### config.mk
export PLATFORM = sky130hd
export DESIGN_NAME = mailbox_dual
export DESIGN_NICKNAME = d
export VERILOG_FILES = /design/src/rtl/mbx_pkg.sv /design/src/rtl/mbx_addr_dec.sv /design/src/rtl/mbx_chan_bank.sv /design/src/rtl/mailbox_dual.sv
export SDC_FILE = /design/constraint.sdc
export NUM_CORES = 1
export LEC_CHECK = 0
export ABC_AREA = 1
export ABC_CLOCK_PERIOD_IN_PS = 1400
export BUFFER_PORTS_ARGS = -buffer_cell sky130_fd_sc_hd__buf_2
export CORE_AREA = 2 2 67 95
export CTS_CLUSTER_DIAMETER = 100
export CTS_CLUSTER_SIZE = 24
export DETAILED_ROUTE_END_ITERATION = 16
export DIE_AREA = 0 0 69 97
export PLACE_DENSITY = 0.75
export SETUP_SLACK_MARGIN = 0.15
export SLEW_MARGIN = 0
export SYNTH_ARGS = -nofsm -noshare
export SYNTH_HDL_FRONTEND = slang
export SYNTH_SLANG_ARGS = --single-unit
### constraint.sdc
create_clock -name clk -period 1.4 [get_ports clk]
set_clock_uncertainty 0.2 [all_clocks]
set_input_delay 0.21 -clock clk [delete_from_list [all_inputs] [get_ports clk]]
set_output_delay 0.21 -clock clk [all_outputs]
set_load 0.02 [all_outputs]
### src/rtl/mbx_pkg.sv
// Shared constants and types for the dual-processor mailbox.
// Assumes a byte-addressed register bus with 32-bit data.
package mbx_pkg;
    localparam int NUM_PROCS  = 2;
    localparam int DATA_W     = 32;
    localparam int SET_SHIFT  = 16;         // upper half of the command word
    localparam int CFG_ADDR   = 'h3F0;
    localparam logic [3:0] OFF_EN   = 4'h4;
    localparam logic [3:0] OFF_CMD  = 4'h8;
    localparam logic [3:0] OFF_STAT = 4'hC;

    typedef enum logic [2:0] {
        KIND_NONE,
        KIND_EN,
        KIND_CMD,
        KIND_STAT,
        KIND_CFG
    } reg_kind_e;
endpackage

### src/rtl/mbx_addr_dec.sv
// Address decoder: classifies a bus address as one register of one
// processor window, as the channel-count register, or as nothing.
// Assumes ADDR_W >= 12 so that the channel-count address fits.
module mbx_addr_dec
    import mbx_pkg::*;
#(
    parameter int ADDR_W = 12
) (
    input  logic [ADDR_W-1:0] addr,
    output reg_kind_e         kind,
    output logic              proc_id
);
    localparam int WIN_BITS = 5;   // two 16-byte windows span 32 bytes

    // Decode the window, then the offset inside it.
    always_comb begin
        kind    = KIND_NONE;
        proc_id = addr[4];
        if (addr == ADDR_W'(CFG_ADDR)) begin
            kind = KIND_CFG;
        end else if (addr[ADDR_W-1:WIN_BITS] == '0) begin
            case (addr[3:0])
                OFF_EN:   kind = KIND_EN;
                OFF_CMD:  kind = KIND_CMD;
                OFF_STAT: kind = KIND_STAT;
                default:  kind = KIND_NONE;
            endcase
        end
    end
endmodule

### src/rtl/mbx_chan_bank.sv
// Channel bank for one processor. It holds that processor's flags and
// its two enable fields, and it drives that processor's interrupts.
// Set requests come from this processor's command writes. Clear requests
// come from the peer's command writes. If both hit the same flag in one
// cycle, the set wins. Assumes NUM_CH <= 16.
module mbx_chan_bank #(
    parameter int NUM_CH = 6
) (
    input  logic              clk,
    input  logic              rst_n,
    input  logic              en_we,
    input  logic [NUM_CH-1:0] en_rx_in,
    input  logic [NUM_CH-1:0] en_tx_in,
    input  logic              set_we,
    input  logic [NUM_CH-1:0] set_bits,
    input  logic              clr_we,
    input  logic [NUM_CH-1:0] clr_bits,
    input  logic [NUM_CH-1:0] peer_occ,
    output logic [NUM_CH-1:0] occ,
    output logic [NUM_CH-1:0] en_rx,
    output logic [NUM_CH-1:0] en_tx,
    output logic              rx_irq,
    output logic              txf_irq
);
    logic [NUM_CH-1:0] set_v;
    logic [NUM_CH-1:0] clr_v;
    logic [NUM_CH-1:0] released;

    // Qualify the set and clear requests with their write strobes.
    always_comb begin
        set_v    = set_we ? set_bits : '0;
        clr_v    = clr_we ? clr_bits : '0;
        released = occ & clr_v & ~set_v;
    end

    // Flag storage: the set wins over a clear of the same flag.
    always_ff @(posedge clk) begin
        if (!rst_n) occ <= '0;
        else        occ <= (occ & ~clr_v) | set_v;
    end

    // Enable storage: all interrupts are disabled after reset.
    always_ff @(posedge clk) begin
        if (!rst_n) begin
            en_rx <= '0;
            en_tx <= '0;
        end else if (en_we) begin
            en_rx <= en_rx_in;
            en_tx <= en_tx_in;
        end
    end

    // One-cycle transmit-free pulse for each enabled release.
    always_ff @(posedge clk) begin
        if (!rst_n) txf_irq <= 1'b0;
        else        txf_irq <= |(released & en_tx);
    end

    // Receive level: the peer has a flag raised on an enabled channel.
    always_comb rx_irq = |(peer_occ & en_rx);
endmodule

### src/rtl/mailbox_dual.sv
// Top of the dual-processor channel mailbox. It decodes the shared
// register bus, routes command writes to the two channel banks, and
// returns read data in the same cycle. Assumes one access per cycle and
// 1 <= NUM_CH <= 16.
module mailbox_dual
    import mbx_pkg::*;
#(
    parameter int NUM_CH = 6,
    parameter int ADDR_W = 12
) (
    input  logic              clk,
    input  logic              rst_n,
    input  logic              bus_sel,
    input  logic              bus_we,
    input  logic [ADDR_W-1:0] bus_addr,
    input  logic [31:0]       bus_wdata,
    output logic [31:0]       bus_rdata,
    output logic [1:0]        rx_irq,
    output logic [1:0]        txf_irq
);
    localparam int CNT_W = 8;

    reg_kind_e             dec_kind;
    logic                  dec_proc;
    logic [NUM_PROCS-1:0]  cmd_we;
    logic [NUM_PROCS-1:0]  en_we;
    logic [NUM_CH-1:0]     occ_q  [NUM_PROCS];
    logic [NUM_CH-1:0]     en_rx  [NUM_PROCS];
    logic [NUM_CH-1:0]     en_tx  [NUM_PROCS];

    mbx_addr_dec #(.ADDR_W(ADDR_W)) u_dec (
        .addr    (bus_addr),
        .kind    (dec_kind),
        .proc_id (dec_proc)
    );

    // Write strobes for the command and enable registers.
    always_comb begin
        cmd_we = '0;
        en_we  = '0;
        if (bus_sel && bus_we) begin
            case (dec_kind)
                KIND_CMD: cmd_we[dec_proc] = 1'b1;
                KIND_EN:  en_we[dec_proc]  = 1'b1;
                default:  ;
            endcase
        end
    end

    for (genvar p = 0; p < NUM_PROCS; p++) begin : g_bank
        localparam int PEER = NUM_PROCS - 1 - p;
        mbx_chan_bank #(.NUM_CH(NUM_CH)) u_bank (
            .clk      (clk),
            .rst_n    (rst_n),
            .en_we    (en_we[p]),
            .en_rx_in (bus_wdata[NUM_CH-1:0]),
            .en_tx_in (bus_wdata[SET_SHIFT +: NUM_CH]),
            .set_we   (cmd_we[p]),
            .set_bits (bus_wdata[SET_SHIFT +: NUM_CH]),
            .clr_we   (cmd_we[PEER]),
            .clr_bits (bus_wdata[NUM_CH-1:0]),
            .peer_occ (occ_q[PEER]),
            .occ      (occ_q[p]),
            .en_rx    (en_rx[p]),
            .en_tx    (en_tx[p]),
            .rx_irq   (rx_irq[p]),
            .txf_irq  (txf_irq[p])
        );
    end

    // Same-cycle read mux. Command words and holes read as zero.
    always_comb begin
        bus_rdata = '0;
        if (bus_sel && !bus_we) begin
            case (dec_kind)
                KIND_EN: begin
                    bus_rdata[NUM_CH-1:0]           = en_rx[dec_proc];
                    bus_rdata[SET_SHIFT +: NUM_CH]  = en_tx[dec_proc];
                end
                KIND_STAT: bus_rdata[NUM_CH-1:0]    = occ_q[dec_proc];
                KIND_CFG:  bus_rdata[CNT_W-1:0]     = CNT_W'(NUM_CH);
                default:   bus_rdata                = '0;
            endcase
        end
    end
endmodule

==> impl_metrics.env <==
export IMPL_yosys_cell_types_count=32
export IMPL_slew_violations=0
export IMPL_holdCritStartpoint="bus_wdata[0]"
export IMPL_power_density_mw_per_mm2=546
export IMPL_grt_use_total_pct=22.7
export IMPL_cts_sinks=38
export IMPL_grt_max_degree=28
export IMPL_totalWireLength_um=8290
export IMPL_setup_tns_final_ps=-11720
export IMPL_synth_edf_count=0
export IMPL_worstSetupStartpointType="input pin"
export IMPL_drtAntennaViolNets=0
export IMPL_startpoint="bus_addr[10]"
export IMPL_pre_cts_ws_ps=-575
export IMPL_die_area_mm2=0.00669
export IMPL_irDropWorstVdd_mv=0.528
export IMPL_cts_buffers=5
export IMPL_finalCriticalPeriod_ps=1920
export IMPL_fin_util_pct=69.6
export IMPL_status="finished, violations left"
export IMPL_start_util_pct=45.5
export IMPL_final_common_cell="buf_4"
export IMPL_ys_warn_count=0
export IMPL_r2r_setup_slack_ps=30
export IMPL_reg2reg_from="g_bank[0].u_bank.occ[1]$_SDFF_PN0_"
export IMPL_maxCapViolCount=0
export IMPL_setup_viol=52
export IMPL_cts_max_level=2
export IMPL_arrival_ps=1510
export IMPL_cp_end_kind="primary output"
export IMPL_grt_setup_unrepaired="true"
export IMPL_clock_root_buffer="clkbuf_8"
export IMPL_first_pass_iters=5
export IMPL_drive_gt1_share_pct=58.6
export IMPL_cts_tree="done"
export IMPL_postSynthAreaPerCell_um2=7.45
export IMPL_violations="negative setup slack"
export IMPL_die_y_um=97
export IMPL_hold_violations=0
export IMPL_viasPerCell=5.32
export IMPL_grt_pass1_wl_um=12200
export IMPL_grt_pass1_vias=2524
export IMPL_clk_pin_slew_ps=70
export IMPL_ys_seq_area_share_pct=28.9
export IMPL_stdcell_count=519
export IMPL_wl_per_cell_um=16.0
export IMPL_syn_to_final_growth_pct=53.1
export IMPL_ys_ff_latch=38
export IMPL_total_power_mw=2.20
export IMPL_hold_buffers=0
export IMPL_die_x_um=69
export IMPL_ioPinCount=84
export IMPL_syn_area_mm2=0.00263
export IMPL_fp_row_count=33
export IMPL_p_leak_nw=1.67
export IMPL_hold_path_class="input pin to register"
export IMPL_core_mm2=0.00578
export IMPL_cts_buffer_depth=2
export IMPL_drcViolationCount=0
export IMPL_worstPathRequired_ps=990
export IMPL_clock_fmax_mhz=522
export IMPL_dp_cells=501
export IMPL_clock_latency_ps=290
export IMPL_ys_flop_type="dfxtp_1"
export IMPL_async_flop_share_pct=0
export IMPL_post_route_period_util_pct=137
export IMPL_final_nets=496
export IMPL_mostFrequentLayoutCells="buf_4 (50), inv_1 (46), dfxtp_1 (33)"
export IMPL_antenna_found_initial=0
export IMPL_port_buffers=43
export IMPL_worstSetupPathType="input pin to primary output"
export IMPL_overflow=0
export IMPL_vias=2761
export IMPL_finalWeightedCongestion=0.904
export IMPL_drtIter0Drc=156
export IMPL_cp_max_fo=5
export IMPL_syn_inst=353
export IMPL_antenna_cells=0
export IMPL_dp_hpwl_um=5550
export IMPL_layout_setup_ws_ps=-517
## synthesized netlist by cell type, types with 5 or more instances
master,n,area [µm²]
nor2_1,52,195
inv_2,5,18.8
nor2_2,5,31.3
o21ai_0,17,85.1
nand2_1,43,161
inv_1,54,203
a211oi_2,24,300
buf_4,24,180
dfxtp_1,38,761
a22oi_1,6,45.0
o211ai_1,6,45.0
a21oi_1,19,95.1
nand3_1,16,80.1
## layer usage
metal / track usage [%] / vias up / routed length (µm)
met1: 26.3 / 1289 / 3100
met5: 0 / - / 0
met4: 8.45 / 0 / 342
li1: - / 1315 / -
met3: 2.29 / 23 / 443
met2: 42.3 / 134 / 4400
## final timing paths
check	to	cells after the start
worst min-delay path	g_bank[0].u_bank.en_rx[0]$_SDFFE_PN0P_	3
worst max-delay path	bus_rdata[1]	11
worst max register to register	g_bank[0].u_bank.txf_irq$_SDFF_PN0_	6
worst min register to register	g_bank[1].u_bank.en_tx[2]$_SDFFE_PN0P_	2
## cell families (layout without fill, tap and decap cells)
kind of cell           count (synthesis)  after routing  synth area share (%)
and+or+nand+nor                      143            144                  28.8
DFF                                   38             38                  28.9
other                                  1             20                 0.143
AOI/OAI and AO/OA                     77             77                  23.9
buffers and inverters                 94            170                  18.2
## registers in the layout (all words and copies together), names as in the netlist
| signal | flops |
|---|---|
| g_bank.u_bank.occ | 12 |
| g_bank.u_bank.txf_irq | 2 |
| g_bank.u_bank.en_rx | 12 |
| g_bank.u_bank.en_tx | 12 |
## where the power goes
group / leakage, nW / switching (mW) / internal [mW]
Clock: 0.0482 / 0.394 / 0.398
Combinational: 1.31 / 0.229 / 0.0993
Sequential: 0.309 / 0.000142 / 1.08
## timing repair
action                                  4_1_cts  5_1_grt
endpoints found under the setup margin       52       52
pin swaps                                    15       18
buffers inserted                              2        5
cloned                                        2        1
gates resized for setup                      58       62
## worst max-delay path: stages
cell      delay (ps)
buf_8            100
nor2_4           100
nand2_2           70
nor2_4           130
nand2_4          100
nor2_8           200
nand2_8          110
clkinv_8         100
nand2_2           60
a41oi_4          170
buf_6            140
## stage by stage
step	area, µm²	hold slack [ps]
2_1_floorplan	2970	167
3_3_place_gp	3440	270
3_5_place_dp	3440	279
4_1_cts	3760	13.9
5_1_grt	4030	32.5
6_report	4030	21.1
## layout make-up
type	instances	area, µm²
sequential	38	769
clock buffer	7	86.3
timing repair inverter	2	20.0
timing repair buffer	99	841
clock inverter	1	5.00
fill	422	1760
multi-input combinational	241	1930
inverter	61	285
tap	70	87.6
Note: power is estimated with default switching activity, not from simulation.
